## src/rtl/hsync_pkg.sv

```systemverilog
package hsync_pkg;
  typedef enum logic [1:0] {
    TRS_IDLE = 2'd0,
    TRS_FF   = 2'd1,
    TRS_Z1   = 2'd2,
    TRS_Z2   = 2'd3
  } trs_st_e;

  typedef enum logic [1:0] {
    STD_525    = 2'd0,
    STD_525_SQ = 2'd1,
    STD_625    = 2'd2,
    STD_SPARE  = 2'd3
  } line_std_e;
endpackage

```

## src/rtl/hs_trs_detect.sv

```systemverilog
module hs_trs_detect
  import hsync_pkg::*;
#(
  parameter int unsigned BYTE_W = 8
) (
  input  logic              clk_i,
  input  logic              rst_ni,
  input  logic [BYTE_W-1:0] pix_i,
  output logic              eav_o
);
  localparam int unsigned H_BIT = BYTE_W - 4;
  localparam logic [BYTE_W-1:0] ALL_ONE  = '1;
  localparam logic [BYTE_W-1:0] ALL_ZERO = '0;

  trs_st_e st_q, st_d;

  always_comb begin
    st_d = TRS_IDLE;
    if (pix_i == ALL_ONE) begin
      st_d = TRS_FF;
    end else begin
      unique case (st_q)
        TRS_FF:  st_d = (pix_i == ALL_ZERO) ? TRS_Z1 : TRS_IDLE;
        TRS_Z1:  st_d = (pix_i == ALL_ZERO) ? TRS_Z2 : TRS_IDLE;
        default: st_d = TRS_IDLE;
      endcase
    end
  end

  // XY must flag a timing code (msb) and the end-of-active side (H bit)
  assign eav_o = (st_q == TRS_Z2) && pix_i[BYTE_W-1] && pix_i[H_BIT];

  always_ff @(posedge clk_i or negedge rst_ni) begin
    if (!rst_ni) st_q <= TRS_IDLE;
    else         st_q <= st_d;
  end

  a_r2_hit_spaced: assert property (@(posedge clk_i) disable iff (!rst_ni)
    eav_o |=> !eav_o);
  a_r2_hit_after_zeros: assert property (@(posedge clk_i) disable iff (!rst_ni)
    eav_o |-> $past(pix_i) == ALL_ZERO);
endmodule

```

## src/rtl/hs_line_cnt.sv

```systemverilog
module hs_line_cnt
  import hsync_pkg::*;
#(
  parameter int unsigned POS_W   = 11,
  parameter int unsigned TOT_525 = 1716,
  parameter int unsigned TOT_SQ  = 1560,
  parameter int unsigned TOT_625 = 1728
) (
  input  logic             clk_i,
  input  logic             rst_ni,
  input  logic             eav_i,
  input  logic [1:0]       std_sel_i,
  output logic             reload_o,
  output logic [POS_W-1:0] cnt_d_o
);
  localparam logic [POS_W-1:0] T_525 = POS_W'(TOT_525);
  localparam logic [POS_W-1:0] T_SQ  = POS_W'(TOT_SQ);
  localparam logic [POS_W-1:0] T_625 = POS_W'(TOT_625);

  logic [POS_W-1:0] cnt_q, tot_q, tot_sel;
  logic             at_last;

  always_comb begin
    unique case (line_std_e'(std_sel_i))
      STD_525_SQ: tot_sel = T_SQ;
      STD_625:    tot_sel = T_625;
      default:    tot_sel = T_525;
    endcase
  end

  assign at_last  = (cnt_q == tot_q - 1'b1);
  assign reload_o = eav_i || at_last;
  assign cnt_d_o  = reload_o ? '0 : cnt_q + 1'b1;

  always_ff @(posedge clk_i or negedge rst_ni) begin
    if (!rst_ni) begin
      cnt_q <= '0;
      tot_q <= T_525;
    end else begin
      cnt_q <= cnt_d_o;
      if (reload_o) tot_q <= tot_sel;
    end
  end

  a_r1_zero_after_eav: assert property (@(posedge clk_i) disable iff (!rst_ni)
    eav_i |=> cnt_q == '0);
  a_r5_wrap_to_zero: assert property (@(posedge clk_i) disable iff (!rst_ni)
    (!eav_i && cnt_q == tot_q - 1'b1) |=> cnt_q == '0);
  a_r5_count_step: assert property (@(posedge clk_i) disable iff (!rst_ni)
    (!eav_i && cnt_q != tot_q - 1'b1) |=> cnt_q == $past(cnt_q) + 1'b1);
  a_r5_cnt_in_range: assert property (@(posedge clk_i) disable iff (!rst_ni)
    cnt_q < tot_q);
  a_r7_total_hold: assert property (@(posedge clk_i) disable iff (!rst_ni)
    !reload_o |=> $stable(tot_q));
endmodule

```

## src/rtl/hs_pulse_shape.sv

```systemverilog
module hs_pulse_shape #(
  parameter int unsigned POS_W     = 11,
  parameter int unsigned RST_START = 2,
  parameter int unsigned RST_STOP  = 0,
  parameter bit          RST_INV   = 1'b0
) (
  input  logic             clk_i,
  input  logic             rst_ni,
  input  logic             reload_i,
  input  logic [POS_W-1:0] cnt_d_i,
  input  logic [POS_W-1:0] start_i,
  input  logic [POS_W-1:0] stop_i,
  input  logic             inv_i,
  output logic             hs_o
);
  logic [POS_W-1:0] start_q, stop_q, start_d, stop_d;
  logic             inv_q, inv_d, act_d, hs_q;

  function automatic logic in_window(input logic [POS_W-1:0] p,
                                     input logic [POS_W-1:0] s,
                                     input logic [POS_W-1:0] e);
    if (s < e) return (p >= s) && (p < e);
    return (p >= s) || (p < e);  // wraps through line end
  endfunction

  assign start_d = reload_i ? start_i : start_q;
  assign stop_d  = reload_i ? stop_i  : stop_q;
  assign inv_d   = reload_i ? inv_i   : inv_q;
  assign act_d   = in_window(cnt_d_i, start_d, stop_d);

  always_ff @(posedge clk_i or negedge rst_ni) begin
    if (!rst_ni) begin
      start_q <= POS_W'(RST_START);
      stop_q  <= POS_W'(RST_STOP);
      inv_q   <= RST_INV;
      hs_q    <= RST_INV;
    end else begin
      start_q <= start_d;
      stop_q  <= stop_d;
      inv_q   <= inv_d;
      hs_q    <= act_d ^ inv_d;
    end
  end

  assign hs_o = hs_q;

  a_r7_shadow_hold: assert property (@(posedge clk_i) disable iff (!rst_ni)
    !reload_i |=> $stable(start_q) && $stable(stop_q) && $stable(inv_q));
  a_r4_full_line: assert property (@(posedge clk_i) disable iff (!rst_ni)
    (!reload_i && start_q == stop_q) |=> hs_q == !inv_q);
endmodule

```

## src/rtl/hsync_gen.sv

```systemverilog
module hsync_gen #(
  parameter int unsigned BYTE_W    = 8,
  parameter int unsigned POS_W     = 11,
  parameter int unsigned TOT_525   = 1716,
  parameter int unsigned TOT_SQ    = 1560,
  parameter int unsigned TOT_625   = 1728,
  parameter int unsigned RST_START = 2,
  parameter int unsigned RST_STOP  = 0
) (
  input  logic              clk_i,
  input  logic              rst_ni,
  input  logic [BYTE_W-1:0] pix_i,
  input  logic [POS_W-1:0]  hs_start_i,
  input  logic [POS_W-1:0]  hs_end_i,
  input  logic              hs_inv_i,
  input  logic [1:0]        std_sel_i,
  output logic              hs_o
);
  logic             eav;
  logic             reload;
  logic [POS_W-1:0] cnt_d;

  hs_trs_detect #(.BYTE_W(BYTE_W)) i_trs (
    .clk_i (clk_i),
    .rst_ni(rst_ni),
    .pix_i (pix_i),
    .eav_o (eav)
  );

  hs_line_cnt #(
    .POS_W  (POS_W),
    .TOT_525(TOT_525),
    .TOT_SQ (TOT_SQ),
    .TOT_625(TOT_625)
  ) i_cnt (
    .clk_i    (clk_i),
    .rst_ni   (rst_ni),
    .eav_i    (eav),
    .std_sel_i(std_sel_i),
    .reload_o (reload),
    .cnt_d_o  (cnt_d)
  );

  hs_pulse_shape #(
    .POS_W    (POS_W),
    .RST_START(RST_START),
    .RST_STOP (RST_STOP),
    .RST_INV  (1'b0)
  ) i_shape (
    .clk_i   (clk_i),
    .rst_ni  (rst_ni),
    .reload_i(reload),
    .cnt_d_i (cnt_d),
    .start_i (hs_start_i),
    .stop_i  (hs_end_i),
    .inv_i   (hs_inv_i),
    .hs_o    (hs_o)
  );

  a_r8_idle_in_reset: assert property (@(posedge clk_i)
    !rst_ni |-> !hs_o);
endmodule

```

## config.mk

```make
export PLATFORM = sky130hd
export DESIGN_NAME = hsync_gen
export DESIGN_NICKNAME = d
export VERILOG_FILES = /design/src/rtl/hsync_pkg.sv /design/src/rtl/hs_trs_detect.sv /design/src/rtl/hs_line_cnt.sv /design/src/rtl/hs_pulse_shape.sv /design/src/rtl/hsync_gen.sv
export SDC_FILE = /design/constraint.sdc
export NUM_CORES = 1
export LEC_CHECK = 0
export BUFFER_PORTS_ARGS = -buffer_cell sky130_fd_sc_hd__buf_2
export CAP_MARGIN = 5
export CORE_ASPECT_RATIO = 0.5
export CORE_MARGIN = 1
export CORE_UTILIZATION = 54
export CTS_BUF_LIST = sky130_fd_sc_hd__clkbuf_4
export DETAILED_ROUTE_END_ITERATION = 10
export GPL_ROUTABILITY_DRIVEN = 1
export GPL_TIMING_DRIVEN = 1
export PLACE_DENSITY = 0.78
export SETUP_SLACK_MARGIN = 0.3
export SYNTH_ARGS = -nofsm -noshare
export SYNTH_HDL_FRONTEND = slang
export SYNTH_HIERARCHICAL = 1
export SYNTH_SLANG_ARGS = --single-unit
```

## constraint.sdc

```tcl
create_clock -name clk_i -period 4 [get_ports clk_i]
set_input_delay 0 -clock clk_i [delete_from_list [all_inputs] [get_ports clk_i]]
set_output_delay 0 -clock clk_i [all_outputs]
set_load 0.005 [all_outputs]
```

==> results.yml <==
run_status:
  status: "complete, no violations"
global_routing:
  globalRouteOverflowTotal: 0
  wire_length_of_the_first_global_routing_pass_mm: 10.1
  largest_net_degree_at_the_start_of_global_routing: 43
  first_global_vias: 2194
  global_router_s_overall_resource_usage_pct: 24.5
  number_of_antenna_violations_at_the_first_check_in_global_routing: 0
cells_and_area:
  fillerInstances: 274
  design.final.nets: 423
  synthToLayoutAreaGrowth_pct: 41.3
  antenna_cells_inserted: 0
  layout-drive-gt1-share_pct: 35.0
  utilization_pct: 79.6
route:
  routed_wire_length_per_instance_microns: 20.1
  wl_mm: 8.43
  route.detailed.vias_per_inst: 5.87
  num_vias: 2460
  drt_drc_violations_left: 0
  ant_nets: 0
  dr_wl_met2_mm: 4.11
  met3WireLength_microns: 536
  wirelength_met1_mm: 3.43
  route.top_layer_used: "met4"
  drt_first_pass_iters: 4
  drt_iter0_markers: 166
timing:
  worst-slew-pin-transition_ns: 0.964
  unrepaired_setup_endpoints_after_global_routing: "true"
  setup_viol: 0
  timing.final.crit_share_pct: 93.3
  slew_headroom_pct: 35.8
  setup_total_negative_slack_ns: 0
  achievable-frequency_ghz: 0.268
  hold_viol_final: 0
  timing.final.crit_period_ns: 3.73
  post_route_clock_skew_ns: 0.00456
  final-max-slew-violation-count: 0
synth:
  postSynth.topFlopCell: "dfrtp_1"
  synth_adder_area_share_pct: 18.3
  synthesis.yosys.warnings: 6
  compound_cell_area_share_of_the_yosys_netlist_pct: 8.83
  synthXorXnorAreaFrac_pct: 5.96
  synth_top_area_cell: "dfrtp_1"
  syn-instance-count: 262
  yosysMostFrequentCell: "ha_1"
  postSynthRegisterBits: 42
  synth.yosys.seq_area_share_pct: 37.8
  synth_enable_flop_cells: 0
  synth.lib_cells_used.distinct: 46
  synth.area.top_cells: "dfrtp_1 34%, ha_1 18%, mux2i_1 7.9%, xnor2_1 4.4%, inv_1 4.3%"
  combinational_family_with_the_most_area_after_synthesis: "adder cells"
  post_synth_mux_area_share_pct: 10.9
  synth_simple_gate_area_share_pct: 11.7
  synth_largest_type_area_fraction_pct: 34.1
  synth_area_per_cell_sq_um: 10.6
  mappedNetlistNets: 337
  synthArstFlopShare_pct: 100
  syn-cell-area_sq_um: 2790
  yosys-top-cells-count: "40 x ha_1, 38 x dfrtp_1, 32 x inv_1"
setup_path:
  critPathArrivalTime_ns: 4.03
  crit_path_end_kind: "flip-flop"
  worstSetupStartpointType: "flip-flop"
  timing.rr.end: "i_shape/hs_o"
  path_max_fanout: 7
  crit_type: "reg2reg"
  setup.worst_path.start: "i_cnt/tot_q[5]"
  worstRegToRegCells: 16
  timing.critical_path.to: "i_shape/hs_o"
  r2r_setup_slk_ns: 0.27
  crit-reg2reg-launch: "i_cnt/tot_q[5]"
  worst-endpoint-required_ns: 4.30
min_path:
  tightest_hold_check_type: "in2reg"
clock_network:
  cts_htree_levels: 2
  clock_tree.root_cell: "clkbuf_4"
  clkTransAtPathRegs_ns: 0.13
  clkLatencyLatePin_ns: 0.37
  cts_tree: "done"
  cts.sink_count: 42
  cts_inserted_buffers: 5
  cts_buffer_depth: 2
place:
  port_buffers: 35
  gp_congestion: 0.819
  dpl.hpwl_mm: 4.19
pwr:
  clockPowerShare_pct: 31.3
  power.share.switching_pct: 26.1
  net-switching-power_mw: 0.185
  power.share.sequential_pct: 60.0
  p_leak_nw: 1.88
  portion_of_total_power_attributed_to_combinational_logic_pct: 8.7
  cellInternalPower_mw: 0.524
  vdd_ir_drop_max_uv: 151
  powerDensity_nw_per_um2: 180
floorplanning:
  design.core.area_sq_um: 4950
  placementRows: 18
  ioPinCount: 36
  die_h_microns: 52.8
  dieWidth_microns: 104
  design.die.area_sq_um: 5480
  initial_core_util_pct: 56.3
job:
  drv.max_cap_violation_count: 0
==> per-layer routing <==
metal | GRT usage, % | up-vias
li1 | - | 1103
met1 | 30.4 | 1196
met2 | 43.1 | 127
met3 | 4.97 | 34
met4 | 10.0 | 0
met5 | 0 | -
==> cell usage in the layout, fill, tap and decap left out, types with 3 or more instances in the layout <==
cell,count
nand3_1,10
a21o_1,3
ha_1,36
inv_2,3
xnor2_1,13
dfstp_2,4
dlygate4sd3_1,32
mux2i_4,15
buf_2,35
mux2i_1,3
buf_4,12
buf_12,3
clkbuf_4,5
nand2b_1,4
nand2_1,3
and3_1,4
dfrtp_1,37
ha_4,4
nand4_1,6
o21ai_0,3
inv_1,28
o21ai_1,5
mux2i_2,4
nor2_2,6
mux2_4,4
nor4_1,4
a21oi_1,3
nor2_1,12
xor2_1,4
==> per-stage QoR <==
step | total power, mW | cell area, sq um | hold slack (ns) | instances | setup WS (ns)
finish | 0.709 | 3940 | 0.303 | 419 | 0.267
global route | 0.736 | 3940 | 0.312 | 419 | 0.138
CTS | 0.699 | 3510 | 0.302 | 405 | 0.310
detailed placement | 0.465 | 3090 | 0.202 | 362 | 0.244
global placement | 0.464 | 3090 | 0.184 | 362 | 0.374
floorplan | 0.437 | 2870 | -0.296 | 262 | 0.270
==> state kept, by name, summed over array words and instances (netlist names) <==
signal           flops
i_cnt/tot_q          5
i_shape/hs_o         1
i_trs/st_q           2
i_shape/start_q     11
i_shape/inv_q        1
i_shape/stop_q      11
i_cnt/cnt_q         11
==> critical path: stages, from the launching register on <==
cell and delay (ns):
dfstp_2 0.63, inv_4 0.05, ha_4 0.16, nor3b_4 0.15, buf_4 0.14, a2111oi_4 0.34, a31o_2 0.26, buf_12 0.17
buf_12 0.14, mux2i_4 0.26, ha_4 0.23, a21o_1 0.18, a211o_1 0.26, o221ai_2 0.15, a221oi_2 0.08, maj3_2 0.30
xnor2_1 0.16
==> power by group through the flow <==
stage / Combinational (mW) / Sequential (mW) / Clock, mW
finish: 0.0618 / 0.425 / 0.222
global route: 0.0664 / 0.425 / 0.244
CTS: 0.0538 / 0.425 / 0.220
detailed placement: 0.0323 / 0.433 / 0
global placement: 0.0309 / 0.433 / 0
floorplan: 0.00388 / 0.433 / 0
==> final cells by class <==
cell class | instances | area, sq um | area share (%)
multi-input combinational | 181 | 1890 | 47.8
sequential | 42 | 1060 | 26.8
timing repair buffer | 86 | 737 | 18.7
inverter | 32 | 123 | 3.11
tap | 70 | 87.6 | 2.22
clock buffer | 5 | 37.5 | 0.952
clock inverter | 3 | 16.3 | 0.412
==> what timing repair did <==
item	CTS	global route
hold buffers	32	0
gates cloned	1	1
endpoints found under the hold margin	66	0
setup endpoints to repair	1	1
gates resized for setup	1	58
setup buffers	2	13
pin swaps	0	12
==> kinds of logic after synthesis <==
kind of cell	Yosys count
AND/OR/NAND/NOR	61
flip-flops	42
adder cells (fa/ha/maj)	41
buffers and inverters	39
AO/OA/AOI/OAI	32
multiplexers	28
XOR/XNOR	19
==> how the worst min path moves through the flow <==
stage | from | to | slack [ns] | cells past startpoint
after floorplan | rst_ni | i_cnt/cnt_q[0] | -0.30 | 0
after global placement | rst_ni | i_trs/st_q[0] | 0.18 | 1
after detailed placement | rst_ni | i_trs/st_q[0] | 0.20 | 1
after CTS | pix_i[4] | i_cnt/tot_q[4] | 0.30 | 5
after global routing | pix_i[4] | i_cnt/tot_q[4] | 0.31 | 5
final | pix_i[4] | i_cnt/tot_q[4] | 0.30 | 5
Note: power is estimated with default switching activity, not from simulation.
